--- src/rtl/clkmode_pkg.sv ---
package clkmode_pkg;

    localparam int SEL_W   = 2;
    localparam int STATE_W = 2;

    typedef enum logic [SEL_W-1:0] {
        SRC_ALIGNED = 2'b00,
        SRC_HIZ     = 2'b01,
        SRC_PLL     = 2'b10,
        SRC_REF     = 2'b11
    } src_mode_e;

    typedef enum logic [STATE_W-1:0] {
        ST_RUN  = 2'b00,
        ST_STOP = 2'b01,
        ST_OFF  = 2'b10
    } op_state_e;

    typedef struct packed {
        logic p;
        logic n;
    } clk_pair_t;

    typedef struct packed {
        clk_pair_t lvl;
        logic      oe_p;
        logic      oe_n;
        logic      pll_on;
    } drive_t;

    function automatic op_state_e pick_state(input logic pwr_n, input logic halt_n);
        if (!pwr_n)       return ST_OFF;
        else if (!halt_n) return ST_STOP;
        else              return ST_RUN;
    endfunction

    function automatic logic pll_wanted(input op_state_e st, input src_mode_e md);
        return (st != ST_OFF) && (md != SRC_REF);
    endfunction

endpackage

--- src/rtl/clkmode_state.sv ---
module clkmode_state
    import clkmode_pkg::*;
(
    input  logic      clk,
    input  logic      rst,
    input  logic      pwr_n,
    input  logic      halt_n,
    output op_state_e state_q
);

    op_state_e state_d;

    always_comb begin
        state_d = pick_state(pwr_n, halt_n);
    end

    always_ff @(posedge clk) begin
        if (rst) state_q <= ST_OFF;
        else     state_q <= state_d;
    end

    AST_OFF_WINS: assert property (@(posedge clk) disable iff (rst)
        !pwr_n |=> state_q == ST_OFF);

    AST_STOP_NEXT: assert property (@(posedge clk) disable iff (rst)
        (pwr_n && !halt_n) |=> state_q == ST_STOP);

    AST_RUN_NEXT: assert property (@(posedge clk) disable iff (rst)
        (pwr_n && halt_n) |=> state_q == ST_RUN);

endmodule

--- src/rtl/clkmode_selreg.sv ---
module clkmode_selreg
    import clkmode_pkg::*;
(
    input  logic             clk,
    input  logic             rst,
    input  logic             load_en,
    input  logic [SEL_W-1:0] sel_i,
    output src_mode_e        mode_q
);

    always_ff @(posedge clk) begin
        if (rst)          mode_q <= SRC_ALIGNED;
        else if (load_en) mode_q <= src_mode_e'(sel_i);
    end

    AST_SEL_HOLD: assert property (@(posedge clk) disable iff (rst)
        !load_en |=> $stable(mode_q));

    AST_SEL_LOAD: assert property (@(posedge clk) disable iff (rst)
        load_en |=> mode_q == $past(sel_i));

endmodule

--- src/rtl/clkmode_outmux.sv ---
module clkmode_outmux
    import clkmode_pkg::*;
#(
    parameter logic PARK_LVL = 1'b0
) (
    input  op_state_e st,
    input  src_mode_e md,
    input  clk_pair_t pa,
    input  clk_pair_t pll,
    input  clk_pair_t refc,
    output drive_t    drv
);

    clk_pair_t run_lvl;
    logic      run_oe;

    always_comb begin
        run_oe = 1'b1;
        unique case (md)
            SRC_ALIGNED: run_lvl = pa;
            SRC_PLL:     run_lvl = pll;
            SRC_REF:     run_lvl = refc;
            default: begin
                run_lvl = '0;
                run_oe  = 1'b0;
            end
        endcase
    end

    always_comb begin
        drv.pll_on = pll_wanted(st, md);
        unique case (st)
            ST_OFF: begin
                drv.lvl  = '0;
                drv.oe_p = 1'b0;
                drv.oe_n = 1'b0;
            end
            ST_STOP: begin
                drv.lvl  = '{p: PARK_LVL, n: PARK_LVL};
                drv.oe_p = 1'b1;
                drv.oe_n = 1'b1;
            end
            default: begin
                drv.lvl  = run_lvl;
                drv.oe_p = run_oe;
                drv.oe_n = run_oe;
            end
        endcase
    end

endmodule

--- src/rtl/clkmode_ctrl.sv ---
module clkmode_ctrl
    import clkmode_pkg::*;
#(
    parameter logic PARK_LVL = 1'b0
) (
    input  logic               clk,
    input  logic               rst,
    input  logic               pa_clk,
    input  logic               pa_clkb,
    input  logic               pll_clk,
    input  logic               pll_clkb,
    input  logic               ref_clk,
    input  logic               ref_clkb,
    input  logic [SEL_W-1:0]   sel,
    input  logic               pwrdn_n,
    input  logic               stop_n,
    output logic               clk_o,
    output logic               clkb_o,
    output logic               clk_oe,
    output logic               clkb_oe,
    output logic               pll_en,
    output logic [STATE_W-1:0] state_o
);

    op_state_e state_q;
    src_mode_e mode_q;
    drive_t    drv;
    clk_pair_t pa_pair, pll_pair, ref_pair;

    always_comb begin
        pa_pair  = '{p: pa_clk,  n: pa_clkb};
        pll_pair = '{p: pll_clk, n: pll_clkb};
        ref_pair = '{p: ref_clk, n: ref_clkb};
    end

    clkmode_state u_state (
        .clk     (clk),
        .rst     (rst),
        .pwr_n   (pwrdn_n),
        .halt_n  (stop_n),
        .state_q (state_q)
    );

    clkmode_selreg u_selreg (
        .clk     (clk),
        .rst     (rst),
        .load_en (!pwrdn_n),
        .sel_i   (sel),
        .mode_q  (mode_q)
    );

    clkmode_outmux #(
        .PARK_LVL (PARK_LVL)
    ) u_outmux (
        .st   (state_q),
        .md   (mode_q),
        .pa   (pa_pair),
        .pll  (pll_pair),
        .refc (ref_pair),
        .drv  (drv)
    );

    always_comb begin
        clk_o   = drv.lvl.p;
        clkb_o  = drv.lvl.n;
        clk_oe  = drv.oe_p;
        clkb_oe = drv.oe_n;
        pll_en  = drv.pll_on;
        state_o = state_q;
    end

    AST_OFF_QUIET: assert property (@(posedge clk) disable iff (rst)
        state_o == 2'b10 |-> (!clk_oe && !clkb_oe && !pll_en && !clk_o && !clkb_o));

    AST_STOP_PARK: assert property (@(posedge clk) disable iff (rst)
        state_o == 2'b01 |-> (clk_o == PARK_LVL && clkb_o == PARK_LVL && clk_oe && clkb_oe));

    AST_STATE_LEGAL: assert property (@(posedge clk) disable iff (rst)
        state_o != 2'b11);

    AST_OE_PAIRED: assert property (@(posedge clk) disable iff (rst)
        clk_oe == clkb_oe);

endmodule

--- config.mk ---
export PLATFORM = sky130hd
export DESIGN_NAME = clkmode_ctrl
export DESIGN_NICKNAME = d
export VERILOG_FILES = /design/src/rtl/clkmode_pkg.sv /design/src/rtl/clkmode_state.sv /design/src/rtl/clkmode_selreg.sv /design/src/rtl/clkmode_outmux.sv /design/src/rtl/clkmode_ctrl.sv
export SDC_FILE = /design/constraint.sdc
export NUM_CORES = 1
export LEC_CHECK = 0
export ABC_AREA = 0
export CORE_AREA = 2 2 39 41
export CTS_CLUSTER_DIAMETER = 60
export CTS_CLUSTER_SIZE = 10
export DETAILED_ROUTE_END_ITERATION = 10
export DIE_AREA = 0 0 41 43
export PLACE_DENSITY_LB_ADDON = 0.15
export REMOVE_ABC_BUFFERS = 1
export SYNTH_ARGS = -nofsm -noshare
export SYNTH_HDL_FRONTEND = slang
export SYNTH_SLANG_ARGS = --single-unit
export TNS_END_PERCENT = 1
--- constraint.sdc ---
create_clock -name clk -period 1.1 [get_ports clk]
set_clock_uncertainty 0.05 [all_clocks]
set_input_delay 0.11 -clock clk [delete_from_list [all_inputs] [get_ports clk]]
set_output_delay 0.11 -clock clk [all_outputs]
set_load 0.05 [all_outputs]
* Yosys cells after proc, flatten, opt, wreduce, memory -nomap -nowiden
Cells that the tools add are included.
** Storage, ports and cells
- Register bits after elaboration :: 4
- Logic and storage cells :: 17
** Operators by class
- Equality and inequality tests :: 6
- Multiplexer cells :: 4
- Bitwise logic cells :: 1
- Reductions and logical operators :: 4
** Operators with widths (count)
- $pmux 4 s2 :: 1
- $eq 2x2->1 const B :: 3
- $pmux 2 s3 :: 1
- $ne 2x2->1 const B :: 2
- $reduce_or 3->1 :: 1
- $eq 2x1->1 const B :: 1
- $logic_not 2->1 :: 1
- $mux 1 :: 2
- $reduce_or 2->1 :: 1
- $logic_and 1x1->1 :: 1
- $not 1->1 :: 1

* Depth between registers and ports, before layout
Gate-level depths: netlist of the first run.
- Depth after elaboration :: 4
- Depth in mapped cells :: 5
- Depth with buffers taken out :: 4

* Cells and area by module
Synthesis of the first run repeated with hierarchy kept, for this count alone.
** Second synthesis, totals
- Cell total of the unflattened synthesis :: 28
- Area total of the unflattened synthesis :: 241.5 sq um
** Modules (own cells, without submodules)
- clkmode_outmux :: times used 1, cells each 17, area an instance 111.4 sq um, sequential area each 0.0 sq um
- clkmode_selreg :: times used 1, cells each 6, area an instance 67.6 sq um, sequential area each 40.0 sq um
- clkmode_state :: times used 1, cells each 4, area an instance 58.8 sq um, sequential area each 40.0 sq um
- clkmode_ctrl :: times used 1, cells each 1, area an instance 3.8 sq um, sequential area each 0.0 sq um

* Worst setup path before layout of the first run
No wires, ideal clock.
- Path kind :: flip-flop to output port
- From :: register u_state.state_q[0]
- To :: output clkb_oe
- Arrival time :: 2.288 ns
- Data required time :: 0.940 ns
- Path slack :: -1.348 ns
- Cell stages (with the launch flop) :: 5
- Buffers on the path :: 1
- Cells stage by stage :: dfxtp_1 > inv_1 > ha_1 > a31oi_1 > buf_4
** Between the ends
- Word-level cells in the longest chain between the ends :: 2
- Elaborated cells between the ends (all ways) :: 3
- Classes of those cells :: eq/ne (2); mux (1)
** Ends and longest elaborated chain
- start, declared :: RTL line clkmode_state.sv:8 : output op_state_e state_q
- start signal, assigned :: RTL line clkmode_state.sv:19 : else state_q <= state_d;
- $eq 2x1->1 / $eq 2x2->1 (equally long branches) :: RTL line clkmode_outmux.sv:32 : unique case (st)
- $pmux 4 s2 * :: RTL line clkmode_outmux.sv:32
- end, declared :: RTL line clkmode_ctrl.sv:20 : output logic clkb_oe,
Mark *: on every way between the ends. The rest lies on a longest branch, timed or not.

* Worst setup path after layout of the first run
- From :: register u_state.state_q[0]
- To :: output clk_oe
** Between the ends
- Word-level cells in the longest chain between the ends :: 2
- Elaborated cells between the ends (all ways) :: 3
- Classes of those cells :: eq/ne (2); mux (1)
** Ends and longest elaborated chain
- $eq 2x1->1 / $eq 2x2->1 (equally long branches) :: RTL line clkmode_outmux.sv:32
- $pmux 4 s2 * :: RTL line clkmode_outmux.sv:32
- end, declared :: RTL line clkmode_ctrl.sv:19 : output logic clk_oe,
Marked as above.

==> metrics, run 1 <==
run status=finished, violations left; violated checks=negative setup slack; R2R depth=3; Die X=41 µm; WHS Path Cells=2; die height=43 µm; number of H-tree levels=1; Final Max Slew Viols=0; initial antenna violation count=0; met2 global-route usage=16.56%; Starting Density=17.72%; Seq/Total Area, Yosys=32.65%; Via Count=275; Post-Synth XOR/XNOR Area=0%; Hold Buf Count CTS=0; routed wire length=701 µm; post-synthesis mux area share=16.33%; CP required=940 ps; Worst Hold Class=input pin to flip-flop; Least-Margin Pin Slew=202.8 ps; MaxCap Viol Count=0; met3 Usage GRT=1.571%; Yosys cell types=12; # port buffers=18; met1 usage=8.946%; Post-CTS Setup Repair Bufs=0; CP cell instances=buf_4, ha_1, nor2_1, a31oi_1, buf_4, buf_12; worst path bufs/invs=3; Levels on crit path=6; initial DRC count=0; share of cells above drive strength 1=49.02%; Nets=67; GRT overflow=0; row cnt=14; Rel. slew slack=86.09%; hpwl dp=546.3 µm; worst skew pair latency=240 ps; TritonCTS Buffers=3; Area Overhead vs Synth=138.8%; Antenna Cells=0; first-pass GRT wire length=1138 µm; Total Power=620.2 µW; Peak Freq=674.0 MHz; Compound-Gate Fraction of Synth Area=12.76%; CP most frequent cell=buf_4; final setup fails=5; Syn Inst Count=28; die area=1763 µm²; largest delay contributor family on the critical path=buffers and inverters; clk slew on worst S/H paths=30 ps; RD Place Congestion=0.5393; Final period util=134.9%; CTS max path bufs=2; post-synthesis adder-cell area fraction=10.20%; num ports=19; syn avg cell area=8.758 µm²; Cells after DPL=64; simple-gate share of the synthesized area=15.82%; pin count of the biggest net entering global routing=8; YS warnings=0; CTS tree=built; Layout Cells excl Fill=67; CP arrival=1320 ps; WS Path Type=flip-flop to primary output; CP max FO=2; RSZ-0062 raised after global routing=true; leakage dissipation=0.0002476 µW; GRT Overall Usage=10.52%; Placeable Area=1384 µm²; largest family of logic cells by synthesized area=multiplexers; clock sink count=4; Final ANT Viol Nets=0; WL per Instance=10.46 µm; Slowest-stage cell, CP=dfxtp_2; Yosys reg bits=4; Pre-antenna DRT Iters=1; Clock Root Buffer=clkbuf_4; DR vias/cell=4.104; setup ws final=-383.7 ps; Critical Path Max Stage Delay=310 ps; Final Hold Vio Count=0; min cycle time layout=1484 ps; GR peak layer=met2; P per Cell Area=1059 nW/µm²; vias in the first global route=295; R2R setup slack=260 ps; Remaining DRCs=0; CP Capture Type=primary output; worst IR drop on VDD=0.4584 mV; synthesized area=245.2 µm²; CP Launch Type=flip-flop
-- through the flow --
step                      hold slack (ps)  cell area (µm²)  setup WS, ps  TNS (ps)  util [%]
after CTS                           364.2            584.3        -390.5     -1576     42.22
final                               365.3            585.6        -383.7     -1547     42.31
after floorplan                     132.4            226.5         -1678     -6015         -
after global routing                385.6            585.6        -424.6     -1775     42.31
after detailed placement            592.6            526.8        -234.3    -852.9     38.07
after global placement              585.5            526.8        -226.2    -869.3     38.07
-- layout by cell type, fill, tap and decap left out --
cell	instances
a31oi_1	1
nand2b_1	1
clkbuf_4	3
nor2_1	4
ha_1	1
mux2i_1	4
inv_1	2
a21oi_4	1
buf_4	4
o21ai_0	2
buf_12	7
dfxtp_2	4
nor2b_2	2
a21oi_2	2
ha_4	1
inv_2	1
clkdlybuf4s50_1	11
-- routing by layer --
layer	vias up	routed length, µm
met5	-	0
met1	122	212
met3	4	47
li1	137	-
met2	12	405
met4	0	36
-- cell usage after synthesis --
cell | n | share of area, %
inv_1 | 3 | 4.6
a21oi_1 | 3 | 6.1
nor2_1 | 4 | 6.1
nand2b_1 | 1 | 2.6
ha_1 | 2 | 10
a31oi_1 | 1 | 2.6
o21ai_0 | 2 | 4.1
mux2i_1 | 4 | 16
buf_4 | 1 | 3.1
buf_6 | 1 | 4.6
nor2b_2 | 2 | 7.1
dfxtp_1 | 4 | 33
-- power breakdown --
| group | internal, µW | total [µW] | switching, µW |
|---|---|---|---|
| clock network | 122 | 181 | 59.0 |
| logic | 147 | 270 | 123 |
| registers | 156 | 169 | 13.6 |
-- state kept, by name, summed over array words and instances (netlist names) --
register,flops
u_state.state_q,2
u_selreg.mode_q,2
-- layout make-up --
cell class | instances | area [µm²]
multi-input combinational | 19 | 166.4
tap | 16 | 20.02
fill | 135 | 798.3
timing repair buffer | 22 | 280.3
inverter | 3 | 11.26
sequential | 4 | 85.08
clock buffer | 3 | 22.52
-- logic make-up after synthesis --
kind of cell / count (synthesis)
simple gates: 7
compound gates: 6
buf+inv: 5
mux: 4
flops: 4
fa+ha+maj: 2
-- final timing paths --
kind,endpoint,start
max,clk_oe,u_state.state_q[0]$_SDFF_PP0_
min,u_state.state_q[0]$_SDFF_PP0_,stop_n
max reg2reg,u_selreg.mode_q[1]$_SDFFE_PP0N_,u_selreg.mode_q[1]$_SDFFE_PP0N_
min reg2reg,u_selreg.mode_q[0]$_SDFFE_PP0N_,u_selreg.mode_q[0]$_SDFFE_PP0N_
-- worst reg2reg max path, stage by stage, from the launching register on --
cell and delay [ps]:
dfxtp_2 340, buf_4 150, mux2i_1 130, nor2_1 60
-- repair_timing --
item | 4_1_cts | 5_1_grt
pin swaps | 1 | 2
hold endpoints to repair | 0 | 0
gates resized for setup | 9 | 1
endpoints found under the setup margin | 5 | 5
Note: power is estimated with default switching activity, not from simulation.
==> inputs of run 2 (changes only) <==
--- a/config.mk
+++ b/config.mk
@@ -11,6 +11,7 @@
 export CTS_CLUSTER_SIZE = 10
 export DETAILED_ROUTE_END_ITERATION = 10
 export DIE_AREA = 0 0 41 43
+export GPL_TIMING_DRIVEN = 0
 export PLACE_DENSITY_LB_ADDON = 0.15
 export REMOVE_ABC_BUFFERS = 1
 export SYNTH_ARGS = -nofsm -noshare
==> run 2 against run 1 <==
  * The flow still finishes with violations (negative setup slack)
  * Sequential cell count stayed put
  * Combinational power down 27%
  * Core utilization is 8.6 points lower
  * Die area did not move
  * Sequential share of layout area is 2.9 points higher
  * Worst setup slack better by 28 ps
  * Final cell count decreased by 4.5%
  * Clock power barely moved
  * Via count shrank 6.9%
  * Critical path depth fell by 1
  * Non-clock buffer count shrank 3
  * Final area is 20% lower
==> metrics, run 2 (same netlist as run 1, synthesis figures left out) <==
leakage dissipation=0.0002067 µW (was 0.0002476 µW); worst skew pair latency=230 ps (was 240 ps); Starting Density=17.72% (unchanged); filler cell count=151 (was 135); Die X=41 µm (unchanged); number of H-tree levels=1 (unchanged); Final period util=132.3% (was 134.9%); final setup fails=5 (unchanged); Final Max Slew Viols=0 (unchanged); Peak Freq=687.0 MHz (was 674.0 MHz); routed wire length=582 µm (was 701 µm); FF-to-FF Start=u_selreg.mode_q[0]$_SDFFE_PP0N_ (was u_selreg.mode_q[1]$_SDFFE_PP0N_); Hold Buf Count CTS=0 (unchanged); initial DRC count=1 (was 0); P per Cell Area=1165 nW/µm² (was 1059 nW/µm²); WS Path Type=flip-flop to primary output (unchanged); CP Capture Type=primary output (unchanged); CTS tree=built (unchanged); multi-input logic area=161.4 µm² (was 166.4 µm²); Via Count=256 (was 275); FF+latch area=81.33 µm² (was 85.08 µm²); RSZ-0062 raised after global routing=true (unchanged); Antenna Cells=0 (unchanged); Remaining DRCs=0 (unchanged); vias in the first global route=266 (was 295); Post-DP Area=426.7 µm² (was 526.8 µm²); Placeable Area=1384 µm² (unchanged); CTS max path bufs=2 (unchanged); Final Core Density=33.73% (was 42.31%); CP startpoint=u_state.state_q[0]$_SDFF_PP0_ (unchanged); first-pass GRT wire length=1000 µm (was 1138 µm); Rel. slew slack=77.70% (was 86.09%); MaxCap Viol Count=0 (unchanged); initial antenna violation count=0 (unchanged); clk slew on worst S/H paths=40 ps (was 30 ps); GRT overflow=0 (unchanged); Final ANT Viol Nets=0 (unchanged); Pre-antenna DRT Iters=2 (was 1); row cnt=14 (unchanged); CP max FO=4 (was 2); num ports=19 (unchanged); share of cells above drive strength 1=37.50% (was 49.02%); setup ws final=-355.5 ps (was -383.7 ps); worst IR drop on VDD=0.4994 mV (was 0.4584 mV); most frequent cells in the layout=clkdlybuf4s50_1 (11), buf_4 (6), clkbuf_4 (5) (was clkdlybuf4s50_1 (11), buf_12 (7)); TritonCTS Buffers=3 (unchanged); Final Hold Vio Count=0 (unchanged); # port buffers=18 (unchanged); RD Place Congestion=0.5218 (was 0.5393); Nets=64 (was 67); die area=1763 µm² (unchanged); die height=43 µm (unchanged); Top Registers=u_selreg.mode_q x2, u_state.state_q x2 (unchanged); hold path startpoint=stop_n (unchanged); Least-Margin Pin Slew=334.0 ps (was 202.8 ps); clock sink count=4 (unchanged); R2R setup slack=260 ps (about the same); run status=finished, violations left (unchanged); GRT Overall Usage=8.517% (was 10.52%); violated checks=negative setup slack (unchanged); CP arrival=1300 ps (was 1320 ps); min cycle time layout=1456 ps (was 1484 ps); final standard cell area without fillers=466.7 µm² (was 585.6 µm²); DR vias/cell=4.000 (was 4.104); hold_ws=361.7 ps (was 365.3 ps); Clock Root Buffer=clkbuf_4 (unchanged); commonest non-fill, non-tap cell in the layout=clkdlybuf4s50_1 (unchanged); CP required=940 ps (about the same); WL per Instance=9.094 µm (was 10.46 µm); pin count of the biggest net entering global routing=8 (unchanged); Area Overhead vs Synth=90.31% (was 138.8%); Worst Hold Class=input pin to flip-flop (unchanged); CP Launch Type=flip-flop (unchanged)
run 2: changes by cell type in the layout (fill, tap and decap cells not counted), sizes merged:
cell    delta
buf        -5
clkbuf     +2
run 2: cell type report:
class                      instances  area share [%]
timing repair buffer              19           36.46
multi-input combinational         19           34.58
sequential                         4           17.43
inverter                           3           2.413
tap                               16           4.290
clock buffer                       3           4.826
run 2: worst max-delay path: stages (launching register included):
cell     delay, ps
dfxtp_2        320
inv_2           40
ha_4           290
nor2_4          30
a31oi_2        150
buf_4          220
run 2: per-stage QoR:
stage                     worst slack, ps  cells  TNS [ps]  total power, µW
after CTS                          -401.3     64     -1641            547.8
after global routing               -438.9     64     -1977            586.8
after global placement             -810.8     60     -4162            352.9
final                              -355.5     64     -1519            543.7
after floorplan                     -1678     26     -6015            270.5
after detailed placement           -850.0     60     -4294            355.9
run 2: worst paths after layout:
check / endpoint / cells past startpoint
hold reg to reg: u_selreg.mode_q[1]$_SDFFE_PP0N_ / 2
setup reg to reg: u_selreg.mode_q[0]$_SDFFE_PP0N_ / 2
hold / removal: u_state.state_q[0]$_SDFF_PP0_ / 2
setup / recovery: clkb_oe / 5
run 2: timing repair:
action,in CTS,in global routing
gates resized for setup,45,7
setup endpoints to repair,7,7
buffers inserted,1,0
pin swaps,0,1
run 2: power by group:
part           internal, µW  switching, µW
logic                  89.2            107
clock network           122           58.4
registers               154           12.9
run 2: routing by layer:
| metal | share of wire [%] | global-route usage, % | vias to the layer above |
|---|---|---|---|
| met3 | 9.3 | 3.141 | 0 |
| met5 | 0 | 0 | - |
| met4 | 0 | 6.000 | 0 |
| li1 | - | - | 132 |
| met2 | 54 | 13.44 | 10 |
| met1 | 37 | 8.626 | 114 |
